`src/rtl/pss_pkg.sv`:
```
package pss_pkg;
  typedef enum logic [1:0] {
    ST_ON   = 2'd0,
    ST_OFF  = 2'd1,
    ST_WAKE = 2'd2,
    ST_FULL = 2'd3
  } pump_state_e;
endpackage

```
`src/rtl/pss_sync.sv`:
```
module pss_sync #(
  parameter int W      = 1,
  parameter int STAGES = 2
) (
  input  logic         clk_i,
  input  logic         rst_ni,
  input  logic [W-1:0] d_i,
  output logic [W-1:0] q_o
);
  logic [W-1:0] stg_q [STAGES];

  always_ff @(posedge clk_i or negedge rst_ni) begin
    if (!rst_ni) begin
      for (int i = 0; i < STAGES; i++) stg_q[i] <= '0;
    end else begin
      stg_q[0] <= d_i;
      for (int i = 1; i < STAGES; i++) stg_q[i] <= stg_q[i-1];
    end
  end

  assign q_o = stg_q[STAGES-1];
endmodule

```
`src/rtl/pss_edge.sv`:
```
module pss_edge #(
  parameter int W = 1
) (
  input  logic         clk_i,
  input  logic         rst_ni,
  input  logic [W-1:0] d_i,
  output logic [W-1:0] rise_o,
  output logic [W-1:0] any_o
);
  logic [W-1:0] prev_q;

  always_ff @(posedge clk_i or negedge rst_ni) begin
    if (!rst_ni) prev_q <= '0;
    else         prev_q <= d_i;
  end

  for (genvar g = 0; g < W; g++) begin : g_bit
    assign rise_o[g] = d_i[g] & ~prev_q[g];
    assign any_o[g]  = d_i[g] ^ prev_q[g];
  end
endmodule

```
`src/rtl/pss_idle_timer.sv`:
```
module pss_idle_timer #(
  parameter int IDLE_CYCLES = 16
) (
  input  logic clk_i,
  input  logic rst_ni,
  input  logic arm_i,
  input  logic act_i,
  output logic idle_done_o
);
  localparam int CW = $clog2(IDLE_CYCLES + 1);
  localparam logic [CW-1:0] LIMIT = CW'(IDLE_CYCLES);

  logic [CW-1:0] cnt_q;

  always_ff @(posedge clk_i or negedge rst_ni) begin
    if (!rst_ni)                cnt_q <= '0;
    else if (!arm_i || act_i)   cnt_q <= '0;
    else if (cnt_q != LIMIT)    cnt_q <= cnt_q + CW'(1);
  end

  assign idle_done_o = (cnt_q == LIMIT);

  p_act_restart_r4: assert property (@(posedge clk_i) disable iff (!rst_ni)
    act_i |=> !idle_done_o);
endmodule

```
`src/rtl/pss_fsm.sv`:
```
module pss_fsm
  import pss_pkg::*;
#(
  parameter int WAKE_CYCLES = 8
) (
  input  logic clk_i,
  input  logic rst_ni,
  input  logic auto_i,
  input  logic uart_asleep_i,
  input  logic osc_run_i,
  input  logic arm_i,
  input  logic idle_done_i,
  input  logic act_i,
  input  logic wake_i,
  input  logic thr_wr_i,
  output logic pump_en_o,
  output logic drv_hiz_o,
  output logic on_o,
  output logic full_o
);
  localparam int RW = (WAKE_CYCLES > 1) ? $clog2(WAKE_CYCLES) : 1;
  localparam logic [RW-1:0] LAST = RW'(WAKE_CYCLES - 1);

  pump_state_e state_q, state_d;
  logic [RW-1:0] rcnt_q;
  logic full_go;

  assign full_go = auto_i && uart_asleep_i && !osc_run_i;

  always_comb begin
    state_d = state_q;
    unique case (state_q)
      ST_ON: begin
        if (full_go)                              state_d = ST_FULL;
        else if (arm_i && idle_done_i && !act_i)  state_d = ST_OFF;
      end
      ST_OFF: begin
        if (full_go)                              state_d = ST_FULL;
        else if (!auto_i || wake_i)               state_d = ST_WAKE;
      end
      ST_WAKE: begin
        if (full_go)                              state_d = ST_FULL;
        else if (rcnt_q == LAST)                  state_d = ST_ON;
      end
      ST_FULL: begin
        if (!auto_i || osc_run_i)                 state_d = ST_WAKE;
      end
      default:                                    state_d = ST_ON;
    endcase
  end

  always_ff @(posedge clk_i or negedge rst_ni) begin
    if (!rst_ni) begin
      state_q <= ST_ON;
      rcnt_q  <= '0;
    end else begin
      state_q <= state_d;
      if (state_q != ST_WAKE) rcnt_q <= '0;
      else                    rcnt_q <= rcnt_q + RW'(1);
    end
  end

  assign pump_en_o = (state_q == ST_ON) || (state_q == ST_WAKE);
  assign on_o      = (state_q == ST_ON);
  assign drv_hiz_o = (state_q != ST_ON);
  assign full_o    = (state_q == ST_FULL);

  p_gate_r2: assert property (@(posedge clk_i) disable iff (!rst_ni)
    (state_q == ST_ON && !arm_i) |=> state_q != ST_OFF);
  p_idle_gate_r3: assert property (@(posedge clk_i) disable iff (!rst_ni)
    (state_q == ST_ON && !idle_done_i) |=> state_q != ST_OFF);
  p_thr_wake_r6: assert property (@(posedge clk_i) disable iff (!rst_ni)
    (state_q == ST_OFF && thr_wr_i && !full_go) |=> state_q == ST_WAKE);
  p_rdy_delay_r8: assert property (@(posedge clk_i) disable iff (!rst_ni)
    (state_q == ST_WAKE && rcnt_q != LAST) |=> state_q != ST_ON);
  p_auto_low_r9: assert property (@(posedge clk_i) disable iff (!rst_ni)
    (state_q == ST_OFF && !auto_i) |=> state_q == ST_WAKE);
  p_full_entry_r10: assert property (@(posedge clk_i) disable iff (!rst_ni)
    full_go |=> state_q == ST_FULL);
  p_full_exit_r11: assert property (@(posedge clk_i) disable iff (!rst_ni)
    (state_q == ST_FULL && (!auto_i || osc_run_i)) |=> state_q == ST_WAKE);
endmodule

```
`src/rtl/pump_sleep_ctrl.sv`:
```
module pump_sleep_ctrl #(
  parameter int GP_W        = 4,
  parameter int IDLE_CYCLES = 1105920000,
  parameter int WAKE_CYCLES = 1659
) (
  input  logic            clk_i,
  input  logic            rst_ni,
  input  logic            autosleep_i,
  input  logic            uart_asleep_i,
  input  logic            osc_run_i,
  input  logic            tx_active_i,
  input  logic            rxd_i,
  input  logic            cts_i,
  input  logic            thr_wr_i,
  input  logic [GP_W-1:0] gpi_i,
  output logic            pump_en_o,
  output logic            drv_hiz_o,
  output logic            pump_rdy_o,
  output logic            full_sleep_o
);
  localparam int LW = GP_W + 2;  // rxd, cts, gpi
  localparam int SW = LW + 1;    // plus autosleep pin

  logic [SW-1:0] pins_s;
  logic [LW-1:0] line_s, line_rise, line_any;
  logic auto_s, rxd_s, cts_s;
  logic act, wake, arm, idle_done, on;

  pss_sync #(.W(SW), .STAGES(2)) u_sync (
    .clk_i (clk_i),
    .rst_ni(rst_ni),
    .d_i   ({autosleep_i, gpi_i, cts_i, rxd_i}),
    .q_o   (pins_s)
  );

  assign line_s = pins_s[LW-1:0];
  assign auto_s = pins_s[SW-1];
  assign rxd_s  = line_s[0];
  assign cts_s  = line_s[1];

  pss_edge #(.W(LW)) u_edge (
    .clk_i (clk_i),
    .rst_ni(rst_ni),
    .d_i   (line_s),
    .rise_o(line_rise),
    .any_o (line_any)
  );

  assign act  = tx_active_i | rxd_s | cts_s | thr_wr_i | (|line_any);
  assign wake = thr_wr_i | (|line_rise);
  assign arm  = on && auto_s && !uart_asleep_i;

  pss_idle_timer #(.IDLE_CYCLES(IDLE_CYCLES)) u_idle (
    .clk_i      (clk_i),
    .rst_ni     (rst_ni),
    .arm_i      (arm),
    .act_i      (act),
    .idle_done_o(idle_done)
  );

  pss_fsm #(.WAKE_CYCLES(WAKE_CYCLES)) u_fsm (
    .clk_i        (clk_i),
    .rst_ni       (rst_ni),
    .auto_i       (auto_s),
    .uart_asleep_i(uart_asleep_i),
    .osc_run_i    (osc_run_i),
    .arm_i        (arm),
    .idle_done_i  (idle_done),
    .act_i        (act),
    .wake_i       (wake),
    .thr_wr_i     (thr_wr_i),
    .pump_en_o    (pump_en_o),
    .drv_hiz_o    (drv_hiz_o),
    .on_o         (on),
    .full_o       (full_sleep_o)
  );

  assign pump_rdy_o = on;
endmodule

```
`config.mk`:
```
export PLATFORM = sky130hd
export DESIGN_NAME = pump_sleep_ctrl
export DESIGN_NICKNAME = d
export VERILOG_FILES = /design/src/rtl/pss_pkg.sv /design/src/rtl/pss_sync.sv /design/src/rtl/pss_edge.sv /design/src/rtl/pss_idle_timer.sv /design/src/rtl/pss_fsm.sv /design/src/rtl/pump_sleep_ctrl.sv
export SDC_FILE = /design/constraint.sdc
export NUM_CORES = 1
export LEC_CHECK = 0
export ABC_AREA = 1
export BUFFER_PORTS_ARGS = -buffer_cell sky130_fd_sc_hd__buf_2
export CORE_ASPECT_RATIO = 0.9
export CORE_MARGIN = 5
export CORE_UTILIZATION = 60
export DETAILED_ROUTE_END_ITERATION = 10
export PLACE_DENSITY = 0.83
export SYNTH_ARGS = -nofsm -noshare
export SYNTH_HDL_FRONTEND = slang
export SYNTH_SLANG_ARGS = --single-unit
```
`constraint.sdc`:
```
create_clock -name clk_i -period 2.2 [get_ports clk_i]
set_input_delay 0.44 -clock clk_i [delete_from_list [all_inputs] [get_ports clk_i]]
set_output_delay 0.44 -clock clk_i [all_outputs]
set_load 0.05 [all_outputs]
```
# --- After elaboration in Yosys (flattened, before gate mapping) ---
# Cells that the tools add are included.
totals:
  ff_bits: 64
  in_bits: 13
  word_cells: 74
op_classes:
  bitwise_logic: 23
  eq_ne: 11
  n_reduce_logical: 21
  muxes: 11
  addsub: 2
op_table:
  columns: ["operator", "count"]
  rows:
  - ["2-to-1 mux 31 bit", 2]
  - ["adder 31 x 1 -> 31 bit (second input constant)", 1]
  - ["equality test 31 bit (second input constant)", 1]
  - ["!= test 31 bit (second input constant)", 1]
  - ["2-to-1 mux 2 bit", 7]
  - ["OR reduction 6 bit", 2]
  - ["adder 11 x 1 -> 11 bit (second input constant)", 1]
  - ["equality test 11 bit (second input constant)", 1]
  - ["2-to-1 mux 11 bit", 1]
  - ["!= test 3 x 1 -> 1 bit (second input constant)", 3]
  - ["case mux 2 bit (4 select lines)", 1]
  - ["AND 1 bit", 6]
  - ["logical AND 1 bit", 6]
  - ["inverter 1 bit", 6]
  - ["XOR 1 bit", 6]
  - ["logical NOT 1 bit", 5]
  - ["bitwise OR 1 bit", 5]
  - ["equality test 2 bit (second input constant)", 2]
  - ["logical OR 1 bit", 4]
  - ["AND reduction 4 bit", 1]
  - ["nonzero test 2 bit", 2]
  - ["equality test 2 x 1 -> 1 bit (second input constant)", 1]
  - ["logical NOT 2 bit", 1]
  - ["!= test 2 x 1 -> 1 bit (second input constant)", 1]
  - ["!= test 2 bit (second input constant)", 1]

# --- Longest topological paths before layout ---
logic_depth:
  depth_word: 9
  mapped_depth: 13

# --- Hierarchy ---
# Synthesis repeated with hierarchy kept, for this count alone.
unflattened:
  cells_unflattened: 495
  area_unflattened_um2: 3613.5
by_module_without_submodules:
  columns: ["mod", "area_each_um2", "cells_per_inst", "seq_area_each_um2", "instances"]
  rows:
  - ["pss_idle_timer", 2149.6, 338, 775.7, 1]
  - ["pss_fsm", 726.9, 97, 325.3, 1]
  - ["pss_sync", 402.9, 21, 350.3, 1]
  - ["pss_edge", 270.3, 24, 150.1, 1]
  - ["pump_sleep_ctrl", 63.8, 15, 0.0, 1]

# --- Least setup slack after synthesis ---
# OpenSTA, ideal clock, no wires.
synth_path:
  path_kind: "register to register"
  startpoint: "register u_fsm.state_q[0]"
  endpoint: "register u_idle.cnt_q[30]"
  slack_ns: 0.477
  stages_incl_launch_ff: 9
  arrival_ns: 1.605
  t_required_ns: 2.082
  n_path_buf: 1
  cell_sequence: "dfrtp_1 > nor2_4 > nand3b_1 > nor2_4 > nand3_2 > buf_6 > nand4_1 > and2_1 > nor2_1"
synth_between:
  elab_chain_cells: 6
  word_cells_on_any_way: 7
  classes_between: "mux: 1; reduce/logical: 6"
synth_lines:
  columns: ["item", "line", "text"]
  rows:
  - ["start: declaration", "pss_fsm.sv:24", "pump_state_e state_q, state_d;"]
  - ["start signal: assignment", "pss_fsm.sv:57", "state_q <= state_d;"]
  - ["logical NOT 2 bit (*)", "pss_fsm.sv:64", "assign on_o = (state_q == ST_ON);"]
  - ["via pump_rdy_o", "pump_sleep_ctrl.sv:18", "output logic pump_rdy_o,"]
  - ["logical AND 1 bit (*) (2 in series)", "pump_sleep_ctrl.sv:51", "assign arm = on && auto_s && !uart_asleep_i;"]
  - ["logical NOT 1 bit (*)", "pss_idle_timer.sv:17", "else if (!arm_i || act_i) cnt_q <= '0;"]
  - ["logical OR 1 bit (*)", "pss_idle_timer.sv:17", null]
  - ["2-to-1 mux 31 bit or nonzero test 2 bit (tied branches)", null, null]
  - ["end signal: assignment", "pss_idle_timer.sv:18", "else if (cnt_q != LIMIT) cnt_q <= cnt_q + CW'(1);"]
  - ["end: declaration", "pss_idle_timer.sv:13", "logic [CW-1:0] cnt_q;"]
# Mark *: on every way through the listed nets, which the timed path passes. The rest lies on a longest branch.
# A chain may end at the register's enable or synchronous reset.

# --- Worst setup path after layout ---
layout_path:
  startpoint: "register u_sync.stg_q, in the netlist u_sync.q_o[0]"
  endpoint: "register u_idle.cnt_q[19]"
layout_between:
  elab_chain_cells: 6
  word_cells_on_any_way: 9
  classes_between: "mux: 1; bitwise: 5; reduce/logical: 3"
layout_lines:
  columns: ["item", "line", "text"]
  rows:
  - ["start: declaration", "pss_sync.sv:10", "logic [W-1:0] stg_q [STAGES];"]
  - ["bitwise OR 1 bit (3 in series)", "pump_sleep_ctrl.sv:49", "assign act = tx_active_i | rxd_s | cts_s | thr_wr_i | (|line_any);"]
  - ["bitwise OR 1 bit (*)", "pump_sleep_ctrl.sv:49", null]
  - ["logical OR 1 bit (*)", "pss_idle_timer.sv:17", null]
  - ["2-to-1 mux 31 bit or nonzero test 2 bit (tied branches)", null, null]
# Mark *: on every way between the ends. The rest lies on a longest branch, timed or not.

==> reports/summary.md <==
For the via count of the first global-routing pass, the log shows 2646. The total global routing track utilization came out at 0.2237. The first global-routing pass estimated 12.06 mm of wire. Total half-perimeter wirelength after legalization and detailed placement: 4.885 mm. The setup path with the least slack is of type flip-flop to flip-flop.

The flow ran to the end, and the final reports show no timing, DRC or antenna violations. The post-detailed-route wirelength per cell is 13.62 um. For this run, the detailed router's first-pass iteration total came to 4.

The portion of synthesized cell area occupied by the leading cell type was 0.4955. The synthesized area per cell was 8.224 um2. The number of design rule violations left after detail routing was 0.

The largest net degree at the start of global routing is 42, and the switching share of power is 0.3141. The horizontal extent of the die is 87.36 um, and the number of antenna violations at the first check in global routing is 0. After synthesis the cells add up to 3232 um2.

Number of placed instances with taps included: 475. In this run, synthesis inferred 0 flip-flops with an integrated enable. The average vias per placed instance works out to 5.501. The number of nets with antenna violations after routing is 0. Class of the most critical hold timing path: input pin to async pin.

In this run the static leakage power is 1.599 nW. For the pin with the worst max-slew slack, the measured transition is 0.5937 ns. The run gives 0.01164 ns as the final clock skew. Setup repair after global routing left no endpoint under its margin.

The number of I/O pins is 17, and the number of design-rule violations left by the first detailed-router iteration is 246. Ranked by instance count, the synthesized netlist is headed by sky130_fd_sc_hd__nand2_1, sky130_fd_sc_hd__dfrtp_1, sky130_fd_sc_hd__inv_1, sky130_fd_sc_hd__nor2_1, sky130_fd_sc_hd__a21oi_1. The number of slew-limit violations in the final report is 0. The worst setup slack before clock tree synthesis came out at 0.2775 ns. For the number of cells produced by synthesis, the log shows 393.

The design draws 2.739 mW. After floorplanning, the core was divided into 25 placement rows. The run gives 0 as the hold violation total from the final report. In the final design database the tool counted 442 nets. The maximum buffer depth of the clock tree is 2, and the register-to-register setup slack is 0.26 ns.

Hold repair after CTS inserted 0 buffers. The worst slew margin relative to its limit came out at 0.6042. The part of the total power dissipated in sequential elements is 0.468. The startpoint of the worst register-to-register path is u_sync.q_o[0]. The clock share of power is 0.369, and the insertion delay to the later sink of the worst-skew pair is 0.34 ns. The final critical delay including setup and external delays is 1.939 ns. STA puts the critical path data required time at 2.48 ns.

In this run the critical register-to-register path is captured at u_idle.cnt_q[19]. Along the worst path, the maximum fanout reaches 15. For the number of maximum-capacitance constraint violations, the log shows 0. Clock slew at the register clock pins of the worst setup and hold paths: 0.07 ns. The maximum achievable frequency was 515.7 MHz; the worst reg2reg path depth was 10. The tools report the via total after detailed routing as 2701. The tools report the setup slack of the critical path after layout as 0.2608 ns. The number of clock sinks seen by CTS came out at 64. The run gives 31 as the distinct cell type count of the synthesized netlist. The logs give 0.6862 for the end-of-flow core utilization and 3403 um2 for the placement-stage cell area. The fraction of power consumed by combinational cells was 0.163. The total area inside the core boundary comes to 5255 um2.

Setup violations remaining at the end of the flow were counted as 0. The finished cells cover 3606 um2. The tools report the post-route non-filler standard cell count as 491. The remaining global-route overflow is 0. In this run the clock root is driven by a sky130_fd_sc_hd__clkbuf_8. The count of yosys warnings during synthesis was 0. The net switching power is 860.3 uW.

The share of synthesized registers carrying an async set or reset was 1.000. The share of the yosys chip area belonging to registers is 0.4955, and the growth of design area from synthesis to finish is 11.58%. The fraction of the cycle the final worst path needs works out to 0.8815.

The worst-case IR drop observed on VDD is 887.2 uV. The final layout contains routed wiring with a total length of 6.686 mm. At the end of routability-driven placement, the weighted congestion stood at 0.9500. Adding up every negative setup slack in the final design gives 0 ns. The die extent in y was 79.63 um.

The run gives 2.21 ns as the arrival time of the worst setup path. Across all hold checks on the routed design, the worst slack comes to 0.09403 ns. Summed over all instances, the cell type with the most area after synthesis is sky130_fd_sc_hd__dfrtp_1. Maximum level of the CTS H-tree: 3.

The number of diodes added for antenna fixing was 0. In the final layout, flip-flops and latches occupy 1602 um2. The die covers 6956 um2.

In the synthesized netlist the dominant register cell turns out to be sky130_fd_sc_hd__dfrtp_1. After clock tree synthesis, the setup repair step added 0 buffers. The run gives 0 as the number of instances resized during post-cts repair.

By area the synthesized netlist is led by sky130_fd_sc_hd__dfrtp_1, sky130_fd_sc_hd__nand2_1, sky130_fd_sc_hd__inv_1, sky130_fd_sc_hd__nor2_1, sky130_fd_sc_hd__ha_1. The synthesized net count is 416, and the flop and latch count out of synthesis is 64. The fraction of final layout cells sized beyond drive strength 1 is 0.1274, and the design internal power is 1.879 mW.

The power per standard cell area came out at 759.5 nW/um2. TritonCTS built the clock tree. The initial core utilization was 0.6150; the number of buffers inserted during clock tree synthesis was 9.

The worst setup path is launched from a flip-flop. The count of input and output buffers is 16. The dominant cell by count in the synthesized netlist is sky130_fd_sc_hd__nand2_1.

The combined area of the multi-input logic cells is 1378 um2. The tools report the type of destination of the critical path as a flip-flop. The layout has 440 filler cells.
how the worst max path moves through the flow:
stage	start	to	slack, ns	cells after the start
floorplan	u_fsm.state_q[0]	u_idle.cnt_q[30]	0.48	8
global placement	u_sync.q_o[0]	u_idle.cnt_q[23]	0.34	8
detailed placement	u_sync.q_o[0]	u_idle.cnt_q[24]	0.28	8
CTS	u_sync.q_o[0]	u_idle.cnt_q[19]	0.25	10
global route	u_idle.cnt_q[0]	u_idle.cnt_q[19]	0.05	12
finish	u_sync.q_o[0]	u_idle.cnt_q[19]	0.26	10
layer usage:
metal | wire length (um) | part of all wire | track usage | up-vias
met5 | 0 | 0 | 0 | -
met4 | 122 | 0.018 | 0.09202 | 0
met3 | 471 | 0.070 | 0.05470 | 15
met2 | 3179 | 0.48 | 0.3539 | 79
met1 | 2912 | 0.44 | 0.2934 | 1277
li1 | - | - | - | 1330
worst max-delay path: stages (launching register included):
cell                       delay (ns)
sky130_fd_sc_hd__dfrtp_1         0.40
sky130_fd_sc_hd__ha_1            0.28
sky130_fd_sc_hd__nand2_1         0.04
sky130_fd_sc_hd__nand3b_1        0.20
sky130_fd_sc_hd__nor2_4          0.15
sky130_fd_sc_hd__nand3_2         0.27
sky130_fd_sc_hd__nand2_1         0.23
sky130_fd_sc_hd__nor2_2          0.06
sky130_fd_sc_hd__nand2_1         0.08
sky130_fd_sc_hd__nand2_1         0.07
sky130_fd_sc_hd__nor2_1          0.09
placed cells by master (no fill, tap or decap), types with 2 or more instances in the layout:
cell / Yosys / final
sky130_fd_sc_hd__a21oi_1: 24 / 24
sky130_fd_sc_hd__a31oi_1: 3 / 3
sky130_fd_sc_hd__and2_1: 4 / 4
sky130_fd_sc_hd__buf_2: 1 / 16
sky130_fd_sc_hd__clkbuf_8: 0 / 9
sky130_fd_sc_hd__clkinvlp_4: 0 / 3
sky130_fd_sc_hd__dfrtp_1: 64 / 64
sky130_fd_sc_hd__ha_1: 10 / 10
sky130_fd_sc_hd__inv_1: 58 / 58
sky130_fd_sc_hd__inv_2: 3 / 3
sky130_fd_sc_hd__inv_6: 0 / 2
sky130_fd_sc_hd__nand2_1: 68 / 68
sky130_fd_sc_hd__nand2_2: 5 / 5
sky130_fd_sc_hd__nand3_1: 21 / 21
sky130_fd_sc_hd__nand3_2: 2 / 2
sky130_fd_sc_hd__nand4_1: 15 / 15
sky130_fd_sc_hd__nor2_1: 57 / 57
sky130_fd_sc_hd__nor2_4: 6 / 6
sky130_fd_sc_hd__nor3_1: 16 / 16
sky130_fd_sc_hd__nor3_2: 2 / 2
sky130_fd_sc_hd__nor4_1: 2 / 2
sky130_fd_sc_hd__o21ai_0: 15 / 15
sky130_fd_sc_hd__o21bai_1: 6 / 6
power by group through the flow:
stage | combinational [mW] | sequential, mW | clock [mW]
after floorplan | 0.329 | 1.29 | 0
after global placement | 0.438 | 1.30 | 0
after detailed placement | 0.449 | 1.30 | 0
after CTS | 0.451 | 1.28 | 1.04
after global routing | 0.493 | 1.29 | 1.10
final | 0.447 | 1.28 | 1.01
layout make-up:
type,count,share of cell area
Multi-Input combinational cell,264,0.3820
Timing Repair Buffer,18,0.02984
Sequential cell,64,0.4441
Tap cell,67,0.02325
Inverter,62,0.06454
Clock inverter,7,0.02186
Clock buffer,9,0.03435
kinds of logic (layout without fill, tap and decap cells):
logic type               Yosys count  in the layout  synth area share
AO/OA/AOI/OAI                     52             52           0.08904
XOR/XNOR                           1              1          0.002711
adder cells (fa/ha/maj)           10             10           0.03871
buffers and inverters             65             96           0.07820
flip-flops                        64             64            0.4955
AND/OR/NAND/NOR                  201            201            0.2958
registers in the layout (all words and copies together), names as in the netlist:
name           count
u_sync.q_o         7
u_edge.prev_q      6
u_sync.stg_q       7
u_fsm.rcnt_q      11
u_fsm.state_q      2
u_idle.cnt_q      31
(Power assumes the default switching activity.)
